File: config.mk
export PLATFORM = sky130hd
export DESIGN_NAME = qspi_frame_seq
export DESIGN_NICKNAME = d
export VERILOG_FILES = /design/src/rtl/qspi_seq_pkg.sv /design/src/rtl/qspi_lane_map.sv /design/src/rtl/qspi_phase_pick.sv /design/src/rtl/qspi_sclk_div.sv /design/src/rtl/qspi_frame_seq.sv
export SDC_FILE = /design/constraint.sdc
export NUM_CORES = 1
export LEC_CHECK = 0
export BUFFER_PORTS_ARGS = -buffer_cell sky130_fd_sc_hd__clkbuf_2
export CAP_MARGIN = 0
export CORE_AREA = 2 2 124 126
export DETAILED_ROUTE_END_ITERATION = 16
export DIE_AREA = 0 0 126 128
export PLACE_DENSITY = 0.77
export SETUP_SLACK_MARGIN = 0.15
export SLEW_MARGIN = 20
export SYNTH_ARGS = -nofsm -noshare
export SYNTH_HDL_FRONTEND = slang
export SYNTH_SLANG_ARGS = --single-unit
File: constraint.sdc
create_clock -name clk_i -period 2.6 [get_ports clk_i]
set_input_delay 0.52 -clock clk_i [delete_from_list [all_inputs] [get_ports clk_i]]
set_output_delay 0.52 -clock clk_i [all_outputs]
set_load 0.02 [all_outputs]
File: src/rtl/qspi_seq_pkg.sv
package qspi_seq_pkg;
  localparam int NPH = 5;

  typedef enum logic [2:0] {PH_INST, PH_ADDR, PH_OPT, PH_DUM, PH_DATA} phase_e;
  typedef enum logic [1:0] {ST_IDLE, ST_LOAD, ST_SHIFT, ST_DWAIT} state_e;

  typedef struct packed {
    logic [2:0]  width;
    logic [NPH-1:0] en;     // bit index = phase_e
    logic [1:0]  opt_len;
    logic        addr32;
    logic [4:0]  dummy;
    logic        wr;
    logic [7:0]  inst;
    logic [7:0]  opt;
    logic [31:0] addr;
  } cfg_t;
endpackage

File: src/rtl/qspi_lane_map.sv
module qspi_lane_map (
  input  logic [2:0] width_i,
  output logic [1:0] lg_inst_o,
  output logic [1:0] lg_ao_o,
  output logic [1:0] lg_data_o
);
  // log2 of lines per phase
  always_comb begin
    unique case (width_i)
      3'd1:    {lg_inst_o, lg_ao_o, lg_data_o} = {2'd0, 2'd0, 2'd1};
      3'd2:    {lg_inst_o, lg_ao_o, lg_data_o} = {2'd0, 2'd0, 2'd2};
      3'd3:    {lg_inst_o, lg_ao_o, lg_data_o} = {2'd0, 2'd1, 2'd1};
      3'd4:    {lg_inst_o, lg_ao_o, lg_data_o} = {2'd0, 2'd2, 2'd2};
      3'd5:    {lg_inst_o, lg_ao_o, lg_data_o} = {2'd1, 2'd1, 2'd1};
      3'd6:    {lg_inst_o, lg_ao_o, lg_data_o} = {2'd2, 2'd2, 2'd2};
      default: {lg_inst_o, lg_ao_o, lg_data_o} = {2'd0, 2'd0, 2'd0};
    endcase
  end
endmodule

File: src/rtl/qspi_phase_pick.sv
module qspi_phase_pick
  import qspi_seq_pkg::*;
(
  input  logic [NPH-1:0] en_i,
  input  logic [2:0]     from_i,
  input  logic           first_i,
  output logic           found_o,
  output logic [2:0]     ph_o
);
  always_comb begin
    found_o = 1'b0;
    ph_o    = 3'd0;
    for (int i = NPH - 1; i >= 0; i--) begin
      if (en_i[i] && (first_i || i > int'(from_i))) begin
        found_o = 1'b1;
        ph_o    = 3'(i);
      end
    end
  end
endmodule

File: src/rtl/qspi_sclk_div.sv
module qspi_sclk_div #(
  parameter int HALF_DIV = 2
) (
  input  logic clk_i,
  input  logic rst_ni,
  input  logic run_i,
  output logic tick_o
);
  localparam int CW = $clog2(HALF_DIV + 1);
  logic [CW-1:0] cnt_q;

  assign tick_o = run_i && (cnt_q == CW'(HALF_DIV - 1));

  always_ff @(posedge clk_i or negedge rst_ni) begin
    if (!rst_ni)                cnt_q <= '0;
    else if (!run_i || tick_o)  cnt_q <= '0;
    else                        cnt_q <= cnt_q + 1'b1;
  end
endmodule

File: src/rtl/qspi_frame_seq.sv
module qspi_frame_seq
  import qspi_seq_pkg::*;
#(
  parameter int HALF_DIV = 2
) (
  input  logic        clk_i,
  input  logic        rst_ni,
  input  logic        start_i,
  input  logic [7:0]  inst_code_i,
  input  logic [7:0]  opt_byte_i,
  input  logic [31:0] addr_i,
  input  logic [2:0]  width_i,
  input  logic        inst_en_i,
  input  logic        addr_en_i,
  input  logic        opt_en_i,
  input  logic        data_en_i,
  input  logic [1:0]  opt_len_i,
  input  logic        addr32_i,
  input  logic [4:0]  dummy_i,
  input  logic [1:0]  xfer_type_i,
  input  logic        last_xfer_i,
  input  logic [7:0]  tx_data_i,
  input  logic        tx_valid_i,
  output logic        tx_ready_o,
  output logic [7:0]  rx_data_o,
  output logic        rx_valid_o,
  input  logic        rx_ready_i,
  output logic        cs_n_o,
  output logic        sclk_o,
  output logic [3:0]  io_o,
  output logic [3:0]  io_oe_o,
  input  logic [3:0]  io_i,
  output logic        inst_end_o,
  output logic        cs_rise_o
);
  localparam int SHW = 32;
  localparam int CNTW = $clog2(SHW + 1);

  state_e          state_q;
  phase_e          phase_q;
  cfg_t            cfg_q;
  logic [SHW-1:0]  sh_q;
  logic [CNTW-1:0] cnt_q;
  logic [1:0]      lg_q;
  logic            sclk_q, cs_n_q, end_q, last_q;
  logic [7:0]      rx_q, rx_data_q;
  logic            rx_valid_q;

  logic [1:0] lg_inst, lg_ao, lg_data;
  logic       pick_found, tick;
  logic [2:0] pick_ph;

  qspi_lane_map u_lanes (
    .width_i   (cfg_q.width),
    .lg_inst_o (lg_inst),
    .lg_ao_o   (lg_ao),
    .lg_data_o (lg_data)
  );

  qspi_phase_pick u_pick (
    .en_i    (cfg_q.en),
    .from_i  (phase_q),
    .first_i (state_q == ST_LOAD),
    .found_o (pick_found),
    .ph_o    (pick_ph)
  );

  qspi_sclk_div #(.HALF_DIV(HALF_DIV)) u_div (
    .clk_i  (clk_i),
    .rst_ni (rst_ni),
    .run_i  (state_q == ST_SHIFT),
    .tick_o (tick)
  );

  // load values for the phase about to start
  phase_e          ld_ph;
  logic [SHW-1:0]  ld_sh;
  logic [1:0]      ld_lg;
  logic [CNTW-1:0] ld_bits, ld_beats, ld_cnt;

  always_comb begin
    ld_ph = (state_q == ST_DWAIT) ? PH_DATA : phase_e'(pick_ph);
    unique case (ld_ph)
      PH_INST: begin ld_sh = {cfg_q.inst, 24'h0}; ld_lg = lg_inst; ld_bits = CNTW'(8); end
      PH_ADDR: begin
        ld_sh   = cfg_q.addr32 ? cfg_q.addr : {cfg_q.addr[23:0], 8'h0};
        ld_lg   = lg_ao;
        ld_bits = cfg_q.addr32 ? CNTW'(32) : CNTW'(24);
      end
      PH_OPT:  begin ld_sh = {cfg_q.opt, 24'h0}; ld_lg = lg_ao; ld_bits = CNTW'(1) << cfg_q.opt_len; end
      PH_DUM:  begin ld_sh = '0; ld_lg = 2'd0; ld_bits = CNTW'(cfg_q.dummy); end
      default: begin ld_sh = {tx_data_i, 24'h0}; ld_lg = lg_data; ld_bits = CNTW'(8); end
    endcase
    ld_beats = ld_bits >> ld_lg;
    if (ld_beats == '0) ld_beats = CNTW'(1);
    ld_cnt = ld_beats - 1'b1;
  end

  logic start_rd, start_wr, fin_now;
  assign start_wr   = cfg_q.wr && tx_valid_i;
  assign start_rd   = !cfg_q.wr && !rx_valid_q;
  assign fin_now    = last_q || last_xfer_i;
  assign tx_ready_o = (state_q == ST_DWAIT) && cfg_q.wr && !fin_now;

  always_ff @(posedge clk_i or negedge rst_ni) begin
    if (!rst_ni) begin
      state_q    <= ST_IDLE;
      phase_q    <= PH_INST;
      cfg_q      <= '0;
      sh_q       <= '0;
      cnt_q      <= '0;
      lg_q       <= '0;
      sclk_q     <= 1'b0;
      cs_n_q     <= 1'b1;
      end_q      <= 1'b0;
      last_q     <= 1'b0;
      rx_q       <= '0;
      rx_data_q  <= '0;
      rx_valid_q <= 1'b0;
    end else begin
      end_q <= 1'b0;
      if (rx_valid_q && rx_ready_i) rx_valid_q <= 1'b0;
      if (state_q != ST_IDLE && last_xfer_i && cfg_q.en[PH_DATA]) last_q <= 1'b1;
      unique case (state_q)
        ST_IDLE: if (start_i) begin
          cfg_q.width   <= width_i;
          cfg_q.en      <= {data_en_i, dummy_i != 5'd0, opt_en_i, addr_en_i, inst_en_i};
          cfg_q.opt_len <= opt_len_i;
          cfg_q.addr32  <= addr32_i;
          cfg_q.dummy   <= dummy_i;
          cfg_q.wr      <= xfer_type_i[1];
          cfg_q.inst    <= inst_code_i;
          cfg_q.opt     <= opt_byte_i;
          cfg_q.addr    <= addr_i;
          last_q        <= 1'b0;
          state_q       <= ST_LOAD;
        end
        ST_LOAD: begin
          if (!pick_found) begin
            end_q   <= 1'b1;
            state_q <= ST_IDLE;
          end else begin
            cs_n_q  <= 1'b0;
            phase_q <= phase_e'(pick_ph);
            if (phase_e'(pick_ph) == PH_DATA) state_q <= ST_DWAIT;
            else begin
              sh_q <= ld_sh; cnt_q <= ld_cnt; lg_q <= ld_lg;
              state_q <= ST_SHIFT;
            end
          end
        end
        ST_SHIFT: if (tick) begin
          if (!sclk_q) begin
            sclk_q <= 1'b1;
            if (phase_q == PH_DATA && !cfg_q.wr) begin
              unique case (lg_q)
                2'd0:    rx_q <= {rx_q[6:0], io_i[1]};
                2'd1:    rx_q <= {rx_q[5:0], io_i[1:0]};
                default: rx_q <= {rx_q[3:0], io_i};
              endcase
            end
          end else begin
            sclk_q <= 1'b0;
            if (cnt_q != '0) begin
              cnt_q <= cnt_q - 1'b1;
              unique case (lg_q)
                2'd0:    sh_q <= sh_q << 1;
                2'd1:    sh_q <= sh_q << 2;
                default: sh_q <= sh_q << 4;
              endcase
            end else if (phase_q == PH_DATA) begin
              if (!cfg_q.wr) begin
                rx_data_q  <= rx_q;
                rx_valid_q <= 1'b1;
              end
              state_q <= ST_DWAIT;
            end else if (!pick_found) begin
              cs_n_q  <= 1'b1;
              end_q   <= 1'b1;
              state_q <= ST_IDLE;
            end else begin
              phase_q <= phase_e'(pick_ph);
              if (phase_e'(pick_ph) == PH_DATA) state_q <= ST_DWAIT;
              else begin
                sh_q <= ld_sh; cnt_q <= ld_cnt; lg_q <= ld_lg;
              end
            end
          end
        end
        ST_DWAIT: begin
          if (fin_now) begin
            cs_n_q  <= 1'b1;
            end_q   <= 1'b1;
            state_q <= ST_IDLE;
          end else if (start_wr || start_rd) begin
            sh_q <= ld_sh; cnt_q <= ld_cnt; lg_q <= ld_lg;
            state_q <= ST_SHIFT;
          end
        end
        default: state_q <= ST_IDLE;
      endcase
    end
  end

  logic drive;
  always_comb begin
    drive = (state_q == ST_SHIFT) && (phase_q != PH_DUM) &&
            !(phase_q == PH_DATA && !cfg_q.wr);
    unique case (lg_q)
      2'd0:    begin io_o = {3'b000, sh_q[SHW-1]};     io_oe_o = drive ? 4'b0001 : 4'b0000; end
      2'd1:    begin io_o = {2'b00, sh_q[SHW-1 -: 2]}; io_oe_o = drive ? 4'b0011 : 4'b0000; end
      default: begin io_o = sh_q[SHW-1 -: 4];          io_oe_o = drive ? 4'b1111 : 4'b0000; end
    endcase
  end

  assign cs_n_o     = cs_n_q;
  assign sclk_o     = sclk_q;
  assign rx_data_o  = rx_data_q;
  assign rx_valid_o = rx_valid_q;
  assign inst_end_o = end_q;
  assign cs_rise_o  = end_q;
endmodule

### Word-level counts from Yosys, hierarchy flattened

Cells that the tools add are included.

* add/subtract/negate cells: 3
* magnitude comparators: 4
* equality and inequality tests: 30
* shift operators: 2
* muxes and demuxes: 99
* bitwise operators: 3
* reductions and logical operators: 51

Operator list (count)
* $mux W32: 9
* $pmux W32 S4: 1
* $pmux W32 S3: 1
* $pmux W32 S2: 1
* $mux W6: 10
* $mux W2: 20
* $pmux W6 S3: 2
* $mux W3: 11
* $mux W1: 31
* $ne A2 B2 Y1 const B: 9
* $reduce_and A6 Y1: 3
* $logic_and A1 B1 Y1: 16
* $pmux W4 S2: 2
* $pmux W8 S2: 1
* $eq A3 B3 Y1 const B: 5
* $eq A3 B2 Y1 const B: 4
* $pmux W2 S2: 3
* $pmux W2 S3: 2
* $sub A6 B1 Y6 const B: 2
* $pmux W2 S4: 1
* $reduce_and A8 Y1: 1
* $logic_or A1 B1 Y1: 7
* $reduce_and A7 Y1: 1
* $eq A2 B1 Y1 const B: 3
* other kinds (29): 46

* register bits after elaboration: 133
* output and inout bits: 22
* logic and storage cells: 214

### Longest topological paths before layout

* word-level depth: 23
* gate-level depth with buffers: 14

### Modules after synthesis

Synthesis repeated with hierarchy kept, for this count alone.

* cells, all modules: 744
* area, all modules: 7508.5 um^2

By module, submodules not included
* qspi_frame_seq: times used 1, cells an instance 709, area an instance 7221.9 um^2, sequential area each 3279.4 um^2
* qspi_phase_pick: times used 1, cells an instance 19, area an instance 131.4 um^2, sequential area each 0.0 um^2
* qspi_sclk_div: times used 1, cells an instance 7, area an instance 97.6 um^2, sequential area each 50.0 um^2
* qspi_lane_map: times used 1, cells an instance 9, area an instance 57.6 um^2, sequential area each 0.0 um^2

### Least setup slack after synthesis

OpenSTA, ideal clock, no wires.

* kind: reg-to-reg
* start: reg state_q[0]
* end: reg cnt_q[4]
* arrival time: 2.765 ns
* data required time: 2.474 ns
* slack: -0.291 ns
* stages on the path, launching flop included: 13
* buffers on the path: 1
* period minus slack after synthesis: 2.891 ns
* path through: dfrtp_1 > buf_6 > nor2b_4 > o221a_1 > o311a_1 > o41ai_4 > mux2_1 > a31o_2 > o21a_1 > ha_1 > o2111ai_1 > xor2_1 > o21ai_1

* cells in the longest elaborated chain, start to end: 23
* elaborated cells between the ends (all ways): 52

RTL lines
* from (decl): line qspi_frame_seq.sv:39 `state_e state_q;`
* from (signal assigned): line qspi_frame_seq.sv:107 `state_q <= ST_IDLE;`
* from (signal assigned): line qspi_frame_seq.sv:136 `state_q <= ST_LOAD;`
* from (signal assigned): line qspi_frame_seq.sv:141 `state_q <= ST_IDLE;`
* $eq A2 B1 Y1: line qspi_frame_seq.sv:63, qspi_frame_seq.sv:124
* $logic_or A1 B1 Y1: line qspi_phase_pick.sv:14 `if (en_i[i] && (first_i || i > int'(from_i))) begin`
* $logic_and A1 B1 Y1: line qspi_phase_pick.sv:14
* $mux W3 (5 in a row): line qspi_phase_pick.sv:14
* $mux W3: line qspi_frame_seq.sv:82 `ld_ph = (state_q == ST_DWAIT) ? PH_DATA : phase_e'(pick_ph);`
* $eq A3 B2 Y1 or $eq A3 B1 Y1 (tied branches): line qspi_frame_seq.sv:83 `unique case (ld_ph)`
* $reduce_or A2 Y1 (no source line)
* $pmux W2 S3: line qspi_frame_seq.sv:83
* (+3 left out)
* $sub A6 B1 Y6: line qspi_frame_seq.sv:96 `ld_cnt = ld_beats - 1'b1;`
* $mux W6: line qspi_frame_seq.sv:145, qspi_frame_seq.sv:183
* $mux W6: line qspi_frame_seq.sv:177 `end else if (!pick_found) begin`
* $mux W6: line qspi_frame_seq.sv:171 `end else if (phase_q == PH_DATA) begin`
* $mux W6: line qspi_frame_seq.sv:164 `if (cnt_q != '0) begin`
* $mux W6: line qspi_frame_seq.sv:153 `if (!sclk_q) begin`
* $mux W6: line qspi_frame_seq.sv:152 `ST_SHIFT: if (tick) begin`
* $pmux W6 S3: line qspi_frame_seq.sv:124 `unique case (state_q)`
* to (signal assigned): line qspi_frame_seq.sv:147 `sh_q <= ld_sh; cnt_q <= ld_cnt; lg_q <= ld_lg;`
* to (signal assigned): line qspi_frame_seq.sv:165 `cnt_q <= cnt_q - 1'b1;`
* to (signal assigned): line qspi_frame_seq.sv:185 `sh_q <= ld_sh; cnt_q <= ld_cnt; lg_q <= ld_lg;`
* to (decl): line qspi_frame_seq.sv:43 `logic [CNTW-1:0] cnt_q;`

Several ways; a longest one is shown, not always the timed one. The select of a mux whose other input is x is not followed.
A chain may end at the register's enable or synchronous reset.

### Final worst setup path

* start: reg state_q[1]
* end: reg cnt_q[2]

The elaborated chain is that of the path after synthesis.

==> run metrics <==
fin worst setup slack -0.3738 ns; Via density 6.129; RR Startpoint state_q[1]; Clock Path Buffers 2; Clk Latency, worst-skew pair 0.43 ns; first drt pass iteration count 7; Syn-to-layout area delta 33.31%; synth top area cells dfrtp_1 (44%), mux2_2 (11%), mux2i_1 (7.7%); Crit Path Class reg -> reg; Root Buffer Master clkbuf_16; peak supply drop 0.0007258 V; Switching Share 41.25%; Detailed Route WL 22.09 mm; detailed-route via count 6969; CP Capture Type register; Crit path required time 2.90 ns; final hold vios 0; hold crit path type in -> async; most frequent cells in the layout dfrtp_1 (128), clkbuf_2 (100), buf_4 (84), mux2_2 (71), mux2i_1 (58); cells after synthesis 758; ANT nets after route 0; # Max-Cap Violations 0; Leak 4.412 nW; cts bufs inserted 17; Comb power frac 54.4%; Initial Util 50.44%; failing checks setup timing; chip height 128 um; Unique masters post-synth 68; Cell Area, Placed 8702 um2; RSZ-0062 raised after global routing yes; Fillers 1092; Setup Total Neg Slack -1.927 ns; Post-synth ARST share 100.0%; net count after synthesis 844; Post-synth EDFFs 0; Post-CTS Hold Buffers 0; FF+latch count, synth 133; Main synth FF type dfrtp_1; Critical Path Fanout Max 8; WP buf/inv 4; Flop pwr share 28.1%; Place WS -0.3419 ns; Initial DRC Count 650; minimum clock period 2.974 ns; ant diodes 0; Internal 7.580 mW; crit path max-delay cell type or4_4; Final Cycle Share 114.4%; NumNets Final 1023; TritonCTS clock tree built; GRT Residual Overflow 0; share of layout cells above drive strength 1 42.04%; Finish-stage setup viols 9; Slew Limit Fails 0; Final Non-Filler Cells 1137; final instance area 9995 um2; Port Buffers 103; drt drc 0; WHS 0.006782 ns; clock sink total 133; status complete, but fails checks; Total GRT Usage 26.08%; dpl hpwl 14.18 mm; largest net degree at the start of global routing 64; placed cell count 1077; Die Area 16130 um2; sequential cell area fraction in the yosys report 44.41%; CP Data Arrival Time 3.28 ns; cell family with most CP delay compound AO/OA/AOI/OAI gates; post-synth top area share 44.06%; CP peak stage delay 0.47 ns; crit path launch type register; slew margin rel. 59.63%; I/O pin cnt 105; Syn. warnings 0; worst reg-to-reg setup slack -0.37 ns; first-pass GRT wire length 33.71 mm; die width 126 um; R2R Path End cnt_q[2]; Placer Congestion 0.8908; initial antenna violation count 0; clock power share 17.6%; Setup Skew 0.01063 ns; Max Clk Rate 336.3 MHz; row cnt 45; post-synth top area cell dfrtp_1; vias in the first global route 6586; H-tree depth 4; Core ar. 14860 um2; final core utilization 67.24%; cell area after synthesis 7497 um2; sequence of cells on the critical path buf_4, o21ai_0, o21ai_1, or4_4, o41ai_4, buf_6, buf_4, buf_4, mux2i_1, mux2i_1, xnor2_1, o21ai_1, o21ai_1; most common cell after layout, fill and taps aside dfrtp_1; R2R cell count 13; total power 12.90 mW; Synth Area per Inst 9.891 um2; clk slew on worst S/H paths 0.06 ns; Pwr per Cell Area 1291 nW/um2; Routed WL per cell 19.43 um; Net Sw Power 5.322 mW; worst-margin pin slew 0.5980 ns
-- power groups by stage --
stage | logic [mW] | registers (mW) | clock network (mW)
6_report | 7.01 | 3.62 | 2.27
4_1_cts | 6.15 | 3.57 | 2.28
3_3_place_gp | 5.38 | 3.57 | 0
2_1_floorplan | 3.82 | 3.33 | 0
3_5_place_dp | 5.53 | 3.59 | 0
5_1_grt | 7.45 | 3.70 | 2.39
-- layout make-up --
| cell class | count | area (um2) | area share [%] |
|---|---|---|---|
| sequential | 133 | 3334 | 33.36 |
| timing repair buffer | 213 | 1519 | 15.20 |
| clock inverter | 12 | 107.6 | 1.077 |
| multi-input combinational | 557 | 4299 | 43.01 |
| tap | 188 | 235.2 | 2.354 |
| clock buffer | 19 | 442.9 | 4.432 |
| inverter | 15 | 56.30 | 0.5633 |
-- Yosys cell counts (4+ instances only) --
master / n
clkbuf_1: 39
nand3_1: 7
mux2_2: 72
and2_1: 7
o21a_1: 6
dfrtp_1: 132
o221ai_1: 4
o21ai_0: 57
a31oi_1: 13
mux2i_1: 58
a21oi_1: 57
a22oi_1: 17
nor2_1: 54
and3_1: 8
o211ai_1: 4
o21ai_1: 10
nor3_1: 18
inv_1: 15
buf_1: 6
nand2b_1: 5
nand2_1: 58
o22ai_1: 20
a22o_1: 18
-- sequential cells by signal, summed over array words and instances (netlist names) --
signal / cells
sclk_o: 1
cfg_q: 65
cs_n_o: 1
cnt_q: 6
rx_q: 8
state_q: 2
rx_data_o: 8
last_q: 1
u_div.cnt_q: 2
lg_q: 2
sh_q: 32
phase_q: 3
cs_rise_o: 1
rx_valid_o: 1
-- cell families (layout without fill, tap and decap cells) --
| group | Yosys count | count (layout) | share of synthesized area, % |
|---|---|---|---|
| xor+xnor | 4 | 4 | 0.4674 |
| simple gates | 174 | 174 | 10.75 |
| mux | 131 | 131 | 18.71 |
| flops | 133 | 133 | 44.41 |
| compound gates | 245 | 245 | 21.28 |
| buf+inv | 68 | 259 | 3.888 |
| fa+ha+maj | 3 | 3 | 0.5007 |
-- layer usage --
metal | part of all wire [%] | GRT usage (%)
met1 | 42 | 35.10
met2 | 48 | 42.19
met3 | 6.6 | 4.382
met4 | 3.5 | 10.73
met5 | 0 | 0
-- repair_timing --
item / CTS / global route
pin swaps: 17 / 26
endpoints found under the setup margin: 41 / 53
buffers inserted: 11 / 16
gates cloned: 1 / 1
resized for setup: 67 / 56
-- how the worst max path moves through the flow --
stage	from	end	slack, ns	depth (start not counted)
floorplan	state_q[0]	cnt_q[4]	-0.13	12
global placement	cfg_q[59]	cnt_q[4]	-0.23	12
detailed placement	state_q[1]	cnt_q[2]	-0.34	13
CTS	state_q[1]	cnt_q[2]	-0.21	11
global route	state_q[1]	cnt_q[2]	-0.48	13
finish	state_q[1]	cnt_q[2]	-0.37	13
No activity file was read; power rests on OpenSTA's default activity.
